### src/rtl/hwlock_pkg.sv
package hwlock_pkg;
    // Value that frees a lock when written to its token register
    localparam logic [31:0] RELEASE_KEY = 32'h55AA10C5;
    // Value returned by a token read that finds the lock taken
    localparam logic [31:0] BUSY_CODE   = 32'h0000_0001;

    // Register map byte offsets
    localparam int CTRL_OFS    = 'h004;
    localparam int HOLDER_BASE = 'h080;
    localparam int TOKEN_BASE  = 'h800;

    typedef enum logic [1:0] {
        KIND_NONE,
        KIND_CTRL,
        KIND_HOLDER,
        KIND_TOKEN
    } reg_kind_e;
endpackage

### src/rtl/hwlock_decode.sv
module hwlock_decode
    import hwlock_pkg::*;
#(
    parameter int ADDR_W    = 12,
    parameter int NUM_LOCKS = 32,
    parameter int IDX_W     = 5
) (
    input  logic [ADDR_W-1:0] addr,
    output reg_kind_e         kind,
    output logic [IDX_W-1:0]  idx
);
    localparam int SPAN = NUM_LOCKS * 4;

    logic [ADDR_W-1:0] tok_off;
    logic [ADDR_W-1:0] hld_off;
    logic              in_tok;
    logic              in_hld;
    logic              aligned;

    always_comb begin
        tok_off = addr - ADDR_W'(TOKEN_BASE);
        hld_off = addr - ADDR_W'(HOLDER_BASE);
        aligned = (addr[1:0] == 2'b00);
        in_tok  = (addr >= ADDR_W'(TOKEN_BASE))  && (tok_off < ADDR_W'(SPAN));
        in_hld  = (addr >= ADDR_W'(HOLDER_BASE)) && (hld_off < ADDR_W'(SPAN));
        kind    = KIND_NONE;
        idx     = '0;
        if (aligned) begin
            if (addr == ADDR_W'(CTRL_OFS)) begin
                kind = KIND_CTRL;
            end else if (in_tok) begin
                kind = KIND_TOKEN;
                idx  = tok_off[IDX_W+1:2];
            end else if (in_hld) begin
                kind = KIND_HOLDER;
                idx  = hld_off[IDX_W+1:2];
            end
        end
    end
endmodule

### src/rtl/hwlock_slot.sv
module hwlock_slot #(
    parameter int ID_W = 8
) (
    input  logic            clk,
    input  logic            rst_n,
    input  logic            acquire_req,
    input  logic            release_req,
    input  logic            rec_en,
    input  logic [ID_W-1:0] req_id,
    output logic            taken,
    output logic [ID_W-1:0] holder
);
    typedef struct packed {
        logic            taken;
        logic [ID_W-1:0] holder;
    } slot_t;

    slot_t st_d, st_q;

    always_comb begin
        st_d = st_q;
        if (release_req) begin
            st_d.taken = 1'b0;
        end else if (acquire_req && !st_q.taken) begin
            st_d.taken = 1'b1;
            if (rec_en) begin
                st_d.holder = req_id;
            end
        end
    end

    always_ff @(posedge clk or negedge rst_n) begin
        if (!rst_n) begin
            st_q <= '0;
        end else begin
            st_q <= st_d;
        end
    end

    assign taken  = st_q.taken;
    assign holder = st_q.holder;
endmodule

### src/rtl/hwlock_bank.sv
module hwlock_bank
    import hwlock_pkg::*;
#(
    parameter int NUM_LOCKS = 32,
    parameter int ID_W      = 8,
    parameter int ADDR_W    = 12
) (
    input  logic              clk,
    input  logic              rst_n,
    input  logic [ADDR_W-1:0] bus_addr,
    input  logic              bus_rd,
    input  logic              bus_wr,
    input  logic [31:0]       bus_wdata,
    input  logic [ID_W-1:0]   bus_mid,
    output logic [31:0]       bus_rdata
);
    localparam int IDX_W = (NUM_LOCKS > 1) ? $clog2(NUM_LOCKS) : 1;

    typedef struct packed {
        logic        rec_en;
        logic [31:0] rdata;
    } top_t;

    top_t              top_d, top_q;
    reg_kind_e         kind;
    logic [IDX_W-1:0]  idx;
    logic              rd_only;
    logic              rec_en;
    logic [NUM_LOCKS-1:0] acq_vec;
    logic [NUM_LOCKS-1:0] rel_vec;
    logic [NUM_LOCKS-1:0] lock_taken;
    logic [ID_W-1:0]      holder_a [NUM_LOCKS];
    logic [NUM_LOCKS*ID_W-1:0] holder_flat;

    hwlock_decode #(
        .ADDR_W   (ADDR_W),
        .NUM_LOCKS(NUM_LOCKS),
        .IDX_W    (IDX_W)
    ) u_decode (
        .addr(bus_addr),
        .kind(kind),
        .idx (idx)
    );

    assign rd_only = bus_rd && !bus_wr;
    assign rec_en  = top_q.rec_en;

    for (genvar g = 0; g < NUM_LOCKS; g++) begin : g_slot
        assign acq_vec[g] = rd_only && (kind == KIND_TOKEN) && (idx == IDX_W'(g));
        assign rel_vec[g] = bus_wr && (kind == KIND_TOKEN) && (idx == IDX_W'(g))
                            && (bus_wdata == RELEASE_KEY);
        hwlock_slot #(.ID_W(ID_W)) u_slot (
            .clk        (clk),
            .rst_n      (rst_n),
            .acquire_req(acq_vec[g]),
            .release_req(rel_vec[g]),
            .rec_en     (rec_en),
            .req_id     (bus_mid),
            .taken      (lock_taken[g]),
            .holder     (holder_a[g])
        );
        assign holder_flat[g*ID_W +: ID_W] = holder_a[g];
    end

    always_comb begin
        top_d       = top_q;
        top_d.rdata = '0;
        if (bus_wr && (kind == KIND_CTRL)) begin
            top_d.rec_en = bus_wdata[0];
        end
        if (rd_only) begin
            case (kind)
                KIND_CTRL:   top_d.rdata = {31'b0, top_q.rec_en};
                KIND_HOLDER: top_d.rdata = 32'(holder_a[idx]);
                KIND_TOKEN:  top_d.rdata = lock_taken[idx] ? BUSY_CODE : 32'h0;
                default:     top_d.rdata = '0;
            endcase
        end
    end

    always_ff @(posedge clk or negedge rst_n) begin
        if (!rst_n) begin
            top_q <= '0;
        end else begin
            top_q <= top_d;
        end
    end

    assign bus_rdata = top_q.rdata;
endmodule

### config.mk
export PLATFORM = sky130hd
export DESIGN_NAME = hwlock_bank
export DESIGN_NICKNAME = d
export VERILOG_FILES = /design/src/rtl/hwlock_pkg.sv /design/src/rtl/hwlock_decode.sv /design/src/rtl/hwlock_slot.sv /design/src/rtl/hwlock_bank.sv
export SDC_FILE = /design/constraint.sdc
export NUM_CORES = 1
export LEC_CHECK = 0
export BUFFER_PORTS_ARGS = -buffer_cell sky130_fd_sc_hd__buf_2
export CORE_AREA = 3 3 161 147
export DETAILED_ROUTE_END_ITERATION = 8
export DIE_AREA = 0 0 164 150
export PLACE_DENSITY = 0.83
export SLEW_MARGIN = 15
export SYNTH_ARGS = -nofsm -noshare
export SYNTH_HDL_FRONTEND = slang
export SYNTH_SLANG_ARGS = --single-unit
### constraint.sdc
create_clock -name clk -period 5.1 [get_ports clk]
set_input_delay 1.02 -clock clk [delete_from_list [all_inputs] [get_ports clk]]
set_output_delay 1.02 -clock clk [all_outputs]
set_load 0.02 [all_outputs]
Word-level counts from Yosys, hierarchy flattened
Cells that the tools add are included.
Widths: inputs -> output; s select.
{ "totals": {"reg_bits": 321, "output_inout_bits": 32} }
{ "classes": {"n_addsub": 2, "order_cmp": 6, "eq_ne": 36, "mux": 112, "bitwise_logic": 33, "n_reduce_logical": 233} }
{ "ops": {"columns": ["operator", "n"], "rows": [
  ["$mux 9", 32],
  ["$mux 8", 35],
  ["$logic_and 1x1->1", 134],
  ["$reduce_and 3->1", 32],
  ["$eq 5x5->1 const B", 16],
  ["$reduce_bool 2->1", 32],
  ["$bmux 8 s5", 1],
  ["$eq 5x4->1 const B", 8],
  ["$mux 1", 34],
  ["$logic_not 1->1", 33],
  ["$eq 32x31->1 const B", 1],
  ["$not 1->1", 32],
  ["$lt 12x8->1 const B", 2],
  ["$pmux 8 s3", 1],
  ["$eq 5x3->1 const B", 4],
  ["$mux 5", 4],
  ["$eq 12x3->1 const B", 1],
  ["$ge 12x12->1 const B", 1],
  ["$ge 12x8->1 const B", 1],
  ["$sub 12x12->12 const B", 1],
  ["$sub 12x8->12 const B", 1],
  ["$eq 5x2->1 const B", 2],
  ["$mux 2", 4],
  ["$ge 6x6->1 const B", 1],
  ["other kinds (8)", 9]
]} }

Depth between registers and ports, before layout
Gate-level depths: netlist (run 1).
{ "logic_depth": {"depth_word": 13, "depth_mapped": 12, "depth_no_buf": 9} }

By module
From an unflattened synthesis (run 1), not the netlist that was laid out.
{ "hier_totals": {"hier_cells": 1004, "hier_area_um2": 15516.1} }
{ "modules_own_cells": {"columns": ["mod", "instances", "cells_per_inst", "area_each_um2", "seq_area_each_um2"], "rows": [
  ["hwlock_slot", 32, 21, 376.6, 225.2],
  ["hwlock_bank", 1, 308, 3311.9, 225.2],
  ["hwlock_decode", 1, 24, 152.6, 0.0]
]} }

Least setup slack after synthesis (run 1)
OpenSTA, ideal clock, no wires.
{ "synth_path": {"kind": "input to register", "start": "input port bus_addr[0]", "end": "register g_slot[20].u_slot.st_q, in the netlist g_slot[20].u_slot.holder[0]", "setup_ns": 0.125, "t_arrival_ns": 3.598, "slack_ns": 1.377, "cell_stages": 8, "n_path_buf": 1, "cell_sequence": "or4_4 > nor3_4 > nor2_2 > or3_4 > or4_4 > or3_1 > buf_6 > mux2_4"} }
{ "synth_via": {"elab_chain_cells": 13, "word_cells_on_any_way": 28, "classes_between": "add/sub: 2; order compare: 4; eq/ne: 3; mux: 8; bitwise: 1; reduce/logical: 10"} }
{ "synth_rtl": {"columns": ["item", "line", "rtl"], "rows": [
  ["start: declaration", "hwlock_bank.sv:10", "input logic [ADDR_W-1:0] bus_addr,"],
  ["$sub 12x8->12", "hwlock_decode.sv:22", "hld_off = addr - ADDR_W'(HOLDER_BASE);"],
  ["$lt 12x8->1", "hwlock_decode.sv:25", "in_hld = (addr >= ADDR_W'(HOLDER_BASE)) && (hld_off < ADDR_W'(SPAN));"],
  ["$logic_and 1x1->1", "hwlock_decode.sv:25", null],
  ["$mux 2", "hwlock_decode.sv:34", "end else if (in_hld) begin"],
  ["$mux 2", "hwlock_decode.sv:31", "end else if (in_tok) begin"],
  ["$mux 2", "hwlock_decode.sv:29", "if (addr == ADDR_W'(CTRL_OFS)) begin"],
  ["$mux 2", "hwlock_decode.sv:28", "if (aligned) begin"],
  ["$eq 2x2->1", "hwlock_bank.sv:49, hwlock_bank.sv:50", null],
  ["$logic_and 1x1->1 (2 in series)", "hwlock_bank.sv:50", "assign rel_vec[g] = bus_wr && (kind == KIND_TOKEN) && (idx == IDX_W'(g))"],
  ["$logic_and 1x1->1", "hwlock_bank.sv:51", "&& (bus_wdata == RELEASE_KEY);"],
  ["$not 1->1 (no source line)", null, null],
  ["$reduce_and 3->1 (no source line) *", null, null],
  ["end signal: assignment", "hwlock_slot.sv:36", "st_q <= st_d;"],
  ["end: declaration", "hwlock_slot.sv:18", "slot_t st_d, st_q;"]
]} }
Every way passes the cells marked *; elsewhere a longest branch is shown, timed or not.
A chain may end at the register's enable or synchronous reset.

Final worst setup path (run 1)
{ "layout_path": {"start": "input port bus_addr[0]", "end": "register g_slot[22].u_slot.st_q, in the netlist g_slot[22].u_slot.holder[1]"} }
{ "layout_via": {"elab_chain_cells": 13, "word_cells_on_any_way": 28, "classes_between": "add/sub: 2; order compare: 4; eq/ne: 3; mux: 8; bitwise: 1; reduce/logical: 10"} }
{ "layout_rtl": {"columns": ["item", "line"], "rows": [
  ["$sub 12x8->12", "hwlock_decode.sv:22"],
  ["$lt 12x8->1", "hwlock_decode.sv:25"],
  ["$logic_and 1x1->1", "hwlock_decode.sv:25"],
  ["$mux 2", "hwlock_decode.sv:34"],
  ["$mux 2", "hwlock_decode.sv:31"],
  ["$mux 2", "hwlock_decode.sv:29"],
  ["$mux 2", "hwlock_decode.sv:28"],
  ["$eq 2x2->1", "hwlock_bank.sv:49, hwlock_bank.sv:50"],
  ["$logic_and 1x1->1 (2 in series)", "hwlock_bank.sv:50"],
  ["$logic_and 1x1->1", "hwlock_bank.sv:51"],
  ["$not 1->1 (no source line)", null],
  ["$reduce_and 3->1 (no source line) *", null],
  ["end signal: assignment", "hwlock_slot.sv:36"],
  ["end: declaration", "hwlock_slot.sv:18"]
]} }
Marks and branches as above.

==> results.ini, run 1 <==
[detailed_routing]
dr.pass1.iters=6
route.vias.total=10616
drc=0
routed_wl_um=40400
wl_per_cell_um=26.1
drt_iter0_markers=1301
drtAntennaViolNets=0
vias_per_cell=6.86

[synthesis]
ys_seq_area_frac=0.522
avgSynthCellArea_um2=11.9
ys_warn_count=0
ys_ff_latch=297
async_flop_share=1.00
ys_types=71
netlist_top_cells_area=dfrtp_1 (52%), mux2_2 (17%), a21oi_1 (3.4%)
netlist_instances=1194
synth-main-ff-cell=dfrtp_1
synth_top_cell_by_area=dfrtp_1
synth_top_area_share=0.522
synth_edf_count=0
netlist_area_um2=14300

[final_layout]
fin_area_um2=15800
n_antenna_cell=0
fillers=1568
drive_above_1_share=0.348
fin_nets=1290
area_delta_synth_final_pct=11.2

[sta]
min_period_over_period=0.766
slew_headroom=0.155
finalSetupTns_ns=0
clock_skew_ns=0.00924
grt_setup_unrepaired=no
slew_violations=0
worst_pin_slew_ns=1.26
whs_ns=0.404
fin_ws_ns=1.20
hold_viol_final=0
clock.fmax_mhz=256
finalSetupViolCount=0
finalCriticalPeriod_ns=3.90

[placed_design]
place_area_um2=14800
port_buffers=63
place_congestion=0.996
dpl.hpwl_um=26900
place_ws_ns=0.669

[clocking]
clockRootBuffer=clkbuf_16
htreeDepth=1
ctsHoldBuffers=0
clock_path_buffers=3
cts_buffers=30
cts-resized-gates=0
post_cts_buffers=0
cts_tree=done
clkTransAtPathRegs_ns=0.06
clock-sinks=297
clk-insertion-delay-late_ns=0.56

[power]
p_leak_nw=7.77
powerDensity_nw_per_um2=304
vdd_drop_max_uv=329

[setup_path]
crit_path_end_kind=register
crit_type=in2reg
reg2reg_slack_ns=2.72
worst_ep_arrival_time_ns=4.34
start_kind=input pin
crit_fanout=9
worstPathRequired_ns=5.53

[job]
max_cap_viol_count=0

[worst_hold_path]
min_path_type=in2async

[floorplan]
io_pins=88
fp.dieH_um=150
die_w_um=164
row_count=52
core-area_um2=22300
die_area_um2=24600
initial_core_util=0.639

[grt]
antenna_found_initial=0
overflow=0
grt_use_total=0.333
first_global_vias=10771
grt_max_degree=109
grt_pass1_wl_um=62600

[status]
status=finished, final reports clean

-- layout make-up --
cell class	instances	area [um2]	area share
Sequential cell	297	7430	0.469
Multi-Input combinational cell	790	6320	0.399
Clock buffer	45	897	0.0566
Timing Repair Buffer	104	671	0.0423
Tap cell	297	372	0.0235
Clock inverter	5	111	0.00703
Inverter	9	33.8	0.00213
-- report_power, final --
part           internal (mW)  leakage [nW]  switching [mW]  total, mW
combinational         0.0462          3.13           0.167      0.213
sequential              2.36          4.15         0.00104       2.36
clock                   1.35         0.495           0.898       2.25
total                   3.76          7.77            1.07       4.82
-- cells in the final DEF, fill, tap and decap left out, drive strengths merged, types with 11 or more instances in the layout --
cell / netlist / final
o31ai: 12 / 12
nor3: 25 / 25
mux2: 257 / 257
or3: 28 / 28
o22ai: 55 / 55
conb: 1 / 24
a22oi: 13 / 13
nand3: 11 / 11
clkbuf: 71 / 45
o21ai: 34 / 34
nor2: 81 / 81
buf: 50 / 104
nand2: 26 / 26
a21oi: 98 / 98
dfrtp: 297 / 297
-- logic make-up after synthesis --
family                     after synthesis  share of synthesized area
AOI/OAI and AO/OA                      275                      0.122
xor gates and xnor gates                 1                   0.000615
adders and majority gates                2                    0.00176
buffers and inverters                  130                     0.0437
DFF                                    297                      0.522
muxes                                  272                      0.226
other                                    1                   0.000263
and+or+nand+nor                        216                     0.0839
-- state kept, by name (all words and copies together) (netlist names) --
| signal | flops |
|---|---|
| g_slot.u_slot.holder | 256 |
| g_slot.u_slot.taken | 32 |
| bus_rdata | 8 |
| rec_en | 1 |
-- worst paths after layout --
check | endpoint | cells after the start | from
max | g_slot[22].u_slot.holder[1] | 8 | bus_addr[0]
min | rec_en | 1 | rst_n
max reg2reg | g_slot[22].u_slot.holder[1] | 4 | rec_en
min reg2reg | g_slot[1].u_slot.holder[7] | 1 | g_slot[1].u_slot.holder[7]
max in group asynchronous | g_slot[22].u_slot.holder[2] | 2 | rst_n
min in group clk | g_slot[1].u_slot.holder[7] | 1 | g_slot[1].u_slot.holder[7]
-- cells in the mapped netlist (4+ instances only) --
master and number:
a22oi_1 13, buf_6 4, clkbuf_1 71, nor4_2 5, o22a_1 4, o31ai_1 12, buf_4 24, nand2_1 25
nor4_1 5, o22ai_1 55, nor2b_1 5, inv_1 9, a21oi_1 96, mux4_2 5, mux2_4 32, a211oi_1 10
o32ai_1 4, o2111ai_1 4, or3_1 27, mux2_1 4, nor3_1 16, nand2b_1 5, nand3_1 10, dfrtp_1 297
nor2_1 80, buf_2 12, o221ai_1 10, o211ai_1 4, o21ai_0 31, buf_1 10, mux2i_1 10, mux2_2 221
nor3_2 8
-- stage by stage --
stage	util	cells	power [mW]
final	0.710	1547	4.82
after global routing	0.710	1547	4.95
after CTS	0.710	1547	4.83
after detailed placement	0.665	1497	2.61
after global placement	0.665	1497	2.61
after floorplan	-	1217	2.51
-- worst max-delay path, cell delays in order --
cell and delay, ns:
buf_2 0.11, or4_4 0.58, nor3_4 0.62, nor2_2 0.11
or3_4 0.38, or4_4 0.51, or3_1 0.60, mux2_4 0.40
-- routing by layer --
layer  part of all wire  track usage  routed length (um)  vias up
li1                   -            -                   -     4449
met4              0.049        0.137                1990        0
met1               0.40        0.468               16300     5365
met5                  0            0                   0        -
met3               0.11       0.0858                4390      166
met2               0.44        0.498               17800      636
No activity file was read; power rests on OpenSTA's default activity.
==> run 2: changes to the inputs <==
--- a/config.mk
+++ b/config.mk
@@ -5,11 +5,12 @@
 export SDC_FILE = /design/constraint.sdc
 export NUM_CORES = 1
 export LEC_CHECK = 0
+export ABC_AREA = 1
 export BUFFER_PORTS_ARGS = -buffer_cell sky130_fd_sc_hd__buf_2
-export CORE_AREA = 3 3 161 147
+export CORE_AREA = 3 3 178 163
 export DETAILED_ROUTE_END_ITERATION = 8
-export DIE_AREA = 0 0 164 150
-export PLACE_DENSITY = 0.83
+export DIE_AREA = 0 0 181 166
+export PLACE_DENSITY = 0.75
 export SLEW_MARGIN = 15
 export SYNTH_ARGS = -nofsm -noshare
 export SYNTH_HDL_FRONTEND = slang
==> constraint.sdc (replaced) <==
create_clock -name clk -period 3.2 [get_ports clk]
set_input_delay 0.64 -clock clk [delete_from_list [all_inputs] [get_ports clk]]
set_output_delay 0.64 -clock clk [all_outputs]
set_load 0.02 [all_outputs]
==> results.ini, run 2 <==
[status]
status=finished, final reports clean

[final_layout]
n_antenna_cell=0  ; unchanged
fin_nets=1843  ; +43%
largest_register_ffs=256  ; unchanged
drive_above_1_share=0.182  ; -0.166
final_common_cell=nand2_1
layout_common_cells=nand2_1 (375), dfrtp_1 (296), inv_1 (160)
area_delta_synth_final_pct=13.0
final_util=0.622  ; -0.0876
fillers=2238  ; +43%

[setup_path]
worstPathRequired_ns=3.65  ; -1.88 ns
crit_family=simple AND/OR/NAND/NOR gates
worst_ep_arrival_time_ns=3.18  ; -1.16 ns
crit_fanout=16  ; +7
crit_slowest_cell=nand4_2
crit_buf_inv=5  ; +4
cp_cell_sequence=buf_2 -> inv_2 -> ha_1 -> nand2_1 -> nor2_1 -> nand3_2 -> nand2_4 -> inv_4 -> nor2_8 -> inv_4 -> buf_4 -> nand3_1 -> nor2_1 -> nand4_2 -> o21ai_0
crit_path_end_kind=register
slowest_delay_ns=0.45  ; -0.17 ns
start_kind=input pin
crit_type=in2reg

[grt]
first_global_vias=12617  ; +17%
overflow=0  ; unchanged
grt_max_degree=90  ; -17%
grt_pass1_wl_um=67200  ; +7.4%
grt_use_total=0.273  ; -0.0600
antenna_found_initial=0  ; unchanged

[synthesis]
netlist_top_cells_count=nand2_1 (375), dfrtp_1 (297), inv_1 (160)
async_flop_share=1.00  ; unchanged
synth-main-ff-cell=dfrtp_1
yosysMostFrequentCell=nand2_1
synth_top_area_share=0.499  ; -0.0221
ys_ff_latch=297  ; unchanged
netlist_area_um2=14900  ; +4.4%
netlist_top_cells_area=dfrtp_1 (50%), nand2_1 (9.5%), o21ai_1 (5.1%)
ys_types=46  ; -35%
netlist_instances=1723  ; +44%
avgSynthCellArea_um2=8.64  ; -28%
synth_top_cell_by_area=dfrtp_1
ys_warn_count=0  ; unchanged
synth_edf_count=0  ; unchanged
ys_seq_area_frac=0.499  ; -0.0221

[detailed_routing]
wl_per_cell_um=19.3  ; -26%
routed_wl_um=41700  ; +3.1%
route.vias.total=12855  ; +21%
drt_iter0_markers=1311  ; +0.77%
drtAntennaViolNets=0  ; unchanged
drc=0  ; unchanged
dr.pass1.iters=6  ; unchanged
vias_per_cell=5.94  ; -13%

[clocking]
clock_path_buffers=3  ; unchanged
cts_buffers=30  ; unchanged
cts_tree=done
ctsHoldBuffers=0  ; unchanged
cts-resized-gates=0  ; unchanged
post_cts_buffers=0  ; unchanged
htreeDepth=1  ; unchanged
clkTransAtPathRegs_ns=0.06  ; about the same
clock-sinks=297  ; unchanged
clk-insertion-delay-late_ns=0.59  ; +0.03 ns
clockRootBuffer=clkbuf_16

[sta]
min_period_over_period=0.852
worst_pin_slew_ns=0.762  ; -0.501 ns
finalCriticalPeriod_ns=2.73
hold_viol_final=0  ; unchanged
fin_ws_ns=0.473  ; -0.723 ns
slew_violations=0  ; unchanged
whs_ns=0.0959  ; -0.308 ns
finalSetupViolCount=0  ; unchanged
grt_setup_unrepaired=no
clock.fmax_mhz=367
slew_headroom=0.492  ; +0.337
finalSetupTns_ns=0  ; unchanged
clock_skew_ns=0.0503  ; +0.0410 ns

[floorplan]
io_pins=88  ; unchanged
row_count=57  ; +9.6%
fp.dieH_um=166  ; +11%
initial_core_util=0.551  ; -0.0880
die_area_um2=30000  ; +22%
die_w_um=181  ; +10%
core-area_um2=27000  ; +21%

[power]
p_leak_nw=7.84  ; +0.97%
power_mw=7.87  ; +63%
vdd_drop_max_uv=432  ; +32%
powerDensity_nw_per_um2=468  ; +54%

[placed_design]
port_buffers=63  ; unchanged
place_ws_ns=-0.00337  ; -0.672 ns
dpl.hpwl_um=27100  ; +0.84%
place_congestion=0.904  ; -9.3%

[job]
max_cap_viol_count=0  ; unchanged

[worst_hold_path]
min_path_type=in2async

[run 2: cell count changes after synthesis, moves of 32 or more]
cell	delta
nand2_1	+350
mux2_2	-221
inv_1	+151
o21ai_1	+150
a21oi_1	-85
o21ai_0	+85
nand4_1	+63
o22ai_1	+51
buf_2	+33
mux2_4	-32
[run 2: stage by stage]
step	std cells	area [um2]
after floorplan	1746	15000
after global placement	2107	15700
after detailed placement	2107	15700
after CTS	2163	16800
after global routing	2163	16800
final	2163	16800
[run 2: final timing paths]
| kind | start | to | slack (ns) | depth (start not counted) |
|---|---|---|---|---|
| worst max-delay path | bus_addr[7] | g_slot[2].u_slot.holder[7] | 0.47 | 15 |
| worst min-delay path | rst_n | g_slot[20].u_slot.taken | 0.1 | 1 |
| worst max register to register | rec_en | g_slot[2].u_slot.holder[7] | 1.11 | 3 |
| worst min register to register | g_slot[9].u_slot.holder[7] | g_slot[9].u_slot.holder[7] | 0.48 | 2 |
| max in group asynchronous | rst_n | g_slot[25].u_slot.holder[1] | 2.26 | 2 |
| min in group clk | bus_wdata[0] | rec_en | 0.39 | 3 |
[run 2: worst reg2reg max path, cell delays in order, from the launching register on]
cell     delay (ns)
dfrtp_2        0.74
buf_4          0.43
nand4_2        0.49
o21ai_0        0.33
[run 2: final cells by class]
cell class | instances | area, um2 | share of cell area
clock buffer | 41 | 862 | 0.0513
timing repair buffer | 149 | 1160 | 0.0689
sequential | 297 | 7430 | 0.442
clock inverter | 15 | 208 | 0.0123
multi-input combinational | 1129 | 6030 | 0.359
tap | 354 | 443 | 0.0263
inverter | 178 | 681 | 0.0405
[run 2: power by group]
part	internal [mW]	total, mW	leakage (nW)	switching, mW
clock	2.22	3.75	0.533	1.53
combinational	0.0831	0.357	3.18	0.274
sequential	3.76	3.76	4.13	0.00377
total	6.06	7.87	7.84	1.81
[run 2: per-layer routing]
layer	vias up	wire, um	global-route usage
met2	655	18600	0.421
met4	0	1600	0.100
met5	-	0	0
met1	6202	17900	0.398
met3	129	3640	0.0381
li1	5869	-	-
[run 2: cell families (layout without fill, tap and decap cells)]
logic type	count (synthesis)	in the layout	synth area share
buf+inv	320	383	0.101
compound gates	445	445	0.172
fa+ha+maj	2	2	0.00168
simple gates	658	658	0.226
other cells	1	24	0.000252
flops	297	297	0.499
==> run 3: changes to the inputs <==
--- a/config.mk
+++ b/config.mk
@@ -7,10 +7,10 @@
 export LEC_CHECK = 0
 export ABC_AREA = 1
 export BUFFER_PORTS_ARGS = -buffer_cell sky130_fd_sc_hd__buf_2
-export CORE_AREA = 3 3 178 163
+export CORE_AREA = 3 3 169 155
 export DETAILED_ROUTE_END_ITERATION = 8
-export DIE_AREA = 0 0 181 166
-export PLACE_DENSITY = 0.75
+export DIE_AREA = 0 0 172 158
+export PLACE_DENSITY = 0.79
 export SLEW_MARGIN = 15
 export SYNTH_ARGS = -nofsm -noshare
 export SYNTH_HDL_FRONTEND = slang
==> constraint.sdc (replaced) <==
create_clock -name clk -period 2.8 [get_ports clk]
set_input_delay 0.56 -clock clk [delete_from_list [all_inputs] [get_ports clk]]
set_output_delay 0.56 -clock clk [all_outputs]
set_load 0.02 [all_outputs]
==> results.ini, run 3 (synthesized netlist as in run 2, its figures left out) <==
[status]
status=finished, final reports clean

[power]
powerDensity_nw_per_um2=496  ; +6.0%
combPwrFrac=0.050  ; +0.005
p_seq_frac=0.493  ; +0.015
p_leak_nw=8.31  ; +5.9%
power_mw=8.73  ; +11%
vdd_drop_max_uv=525  ; +22%
switchingPower_mw=1.99  ; +10%
switching_share=0.228  ; -0.00157
clkPwrFrac=0.457  ; -0.019
internal-power_mw=6.74  ; +11%

[detailed_routing]
drc=0  ; unchanged
dr.pass1.iters=5  ; -1
drt_iter0_markers=1398  ; +6.6%
routed_wl_um=43500  ; +4.4%
route.vias.total=13249  ; +3.1%
drtAntennaViolNets=0  ; unchanged
vias_per_cell=6.05  ; +1.8%
wl_per_cell_um=19.9  ; +3.1%

[final_layout]
fillers=1756  ; -22%
area_delta_synth_final_pct=18.2
fin_area_um2=17600  ; +4.6%
final_common_cell=nand2_1
drive_above_1_share=0.213  ; +0.0308
n_antenna_cell=0  ; unchanged
layout_common_cells=nand2_1 (375), dfrtp_1 (296), inv_1 (160)
fin_nets=1918  ; +4.1%
largest_register_ffs=256  ; unchanged

[grt]
grt_pass1_wl_um=69100  ; +2.8%
top_usage_layer=met2
overflow=0  ; unchanged
grt_use_met1=0.463  ; +0.0654
grt_max_degree=65  ; -28%
first_global_vias=12741  ; +0.98%
grt_use_total=0.322  ; +0.0492
antenna_found_initial=1  ; +1
use_met3=0.0589  ; +0.0208
use_met2=0.496  ; +0.0742

[floorplan]
core-area_um2=24300  ; -10%
row_count=54  ; -5.3%
fp.dieH_um=158  ; -4.8%
die_area_um2=27200  ; -9.6%
initial_core_util=0.612  ; +0.0613
die_w_um=172  ; -5.0%
io_pins=88  ; unchanged

[setup_path]
worst_ep_arrival_time_ns=2.98  ; -0.20 ns
reg2reg_slack_ns=1.19  ; +0.08 ns
worstPathRequired_ns=3.23  ; -0.42 ns
reg2reg_depth=4  ; +1
worstSetupStartpoint=bus_addr[7]
crit_path_end_kind=register
crit_type=in2reg
crit_fanout=9  ; -7
cp-endpoint=bus_rdata[1]
reg2reg_from=rec_en
start_kind=input pin
r2r-end=g_slot[31].u_slot.holder[6]

[clocking]
cts_buffers=29  ; -3.3%
cts-resized-gates=0  ; unchanged
clkTransAtPathRegs_ns=0.06  ; about the same
clk-insertion-delay-late_ns=0.55  ; -0.04 ns
clockRootBuffer=clkbuf_16
clock_path_buffers=3  ; unchanged
ctsHoldBuffers=1  ; +1
htreeDepth=1  ; unchanged
clock-sinks=297  ; unchanged
post_cts_buffers=0  ; unchanged
cts_tree=done

[job]
max_cap_viol_count=0  ; unchanged

[placed_design]
dpl.hpwl_um=29200  ; +7.6%
place_congestion=0.958  ; +6.0%
place_area_um2=16600  ; +5.4%
port_buffers=63  ; unchanged

[sta]
clock_skew_ns=0.0144  ; -0.0359 ns
min_period_over_period=0.909
finalSetupViolCount=0  ; unchanged
worst_pin_slew_ns=0.724  ; -0.0379 ns
grt_setup_unrepaired=no
slew_violations=0  ; unchanged
finalCriticalPeriod_ns=2.55
hold_viol_final=0  ; unchanged
slew_headroom=0.517  ; +0.0248
clock.fmax_mhz=393

[worst_hold_path]
min_path_type=in2reg

-- run 3: cell types whose count changed in the layout (fill, tap and decap cells not counted) --
| cell | change |
|---|---|
| clkbuf_16 | -1 |
| clkbuf_8 | -1 |
| buf_4 | +47 |
| bufinv_16 | -1 |
| buf_12 | +28 |
| dlygate4sd3_1 | +1 |
| inv_6 | -1 |
| clkinv_16 | -1 |
| clkinv_2 | -2 |
| clkinvlp_4 | +3 |
-- run 3: area by class of cell --
cell class	instances	area [um2]	share of cell area
inverters	178	681	0.0387
clock inverters	13	151	0.00861
well taps	308	385	0.0219
multi-input cells	1129	6030	0.343
clock buffers	39	823	0.0468
flip-flops and latches	297	7430	0.423
repair buffers	225	2080	0.118
-- run 3: metal layers --
layer  up-vias  wire length [um]  part of all wire
li1       6016                 -                 -
met1      6380             17700              0.41
met2       707             19700              0.45
met3       144              4370              0.10
met4         2              1740             0.040
met5         -                11           0.00025
-- run 3: how the worst min path moves through the flow --
stage / cells past startpoint / startpoint / endpoint / slack (ns)
2_1_floorplan: 0 / rst_n / bus_rdata[0] / 0.26
3_3_place_gp: 2 / g_slot[6].u_slot.holder[7] / g_slot[6].u_slot.holder[7] / 0.46
3_5_place_dp: 2 / g_slot[6].u_slot.holder[0] / g_slot[6].u_slot.holder[0] / 0.47
4_1_cts: 3 / bus_wdata[0] / rec_en / 0.31
5_1_grt: 3 / bus_wdata[0] / rec_en / 0.33
6_report: 3 / bus_wdata[0] / rec_en / 0.32
-- run 3: power by group through the flow --
| stage | Sequential [mW] | Clock (mW) | Combinational [mW] |
|---|---|---|---|
| finish | 4.30 | 3.99 | 0.435 |
| global route | 4.30 | 4.21 | 0.475 |
| CTS | 4.30 | 4.02 | 0.431 |
| detailed placement | 4.38 | 0 | 0.428 |
| global placement | 4.38 | 0 | 0.420 |
| floorplan | 4.38 | 0 | 0.213 |
-- run 3: stage by stage --
step	hold slack (ns)	util	instances	setup slack [ns]	TNS (ns)
5_1_grt	0.328	0.723	2189	0.111	0
6_report	0.316	0.723	2189	0.255	0
2_1_floorplan	0.264	-	1746	0.234	0
4_1_cts	0.308	0.723	2189	0.330	0
3_5_place_dp	0.469	0.683	2136	-0.201	-8.67
3_3_place_gp	0.463	0.683	2136	-0.174	-2.70
-- run 3: worst max-delay path, stage by stage --
cell and delay (ns):
buf_2 0.09, inv_2 0.05, ha_1 0.26, nand2_1 0.04, nor2_1 0.12, nand3_2 0.11
nand2_4 0.17, inv_4 0.10, nor2_4 0.12, nand2_2 0.17, buf_12 0.20, inv_1 0.24
buf_12 0.18, a21oi_1 0.07, buf_4 0.15, nand2_1 0.05, nor2_1 0.04, nor2_1 0.23
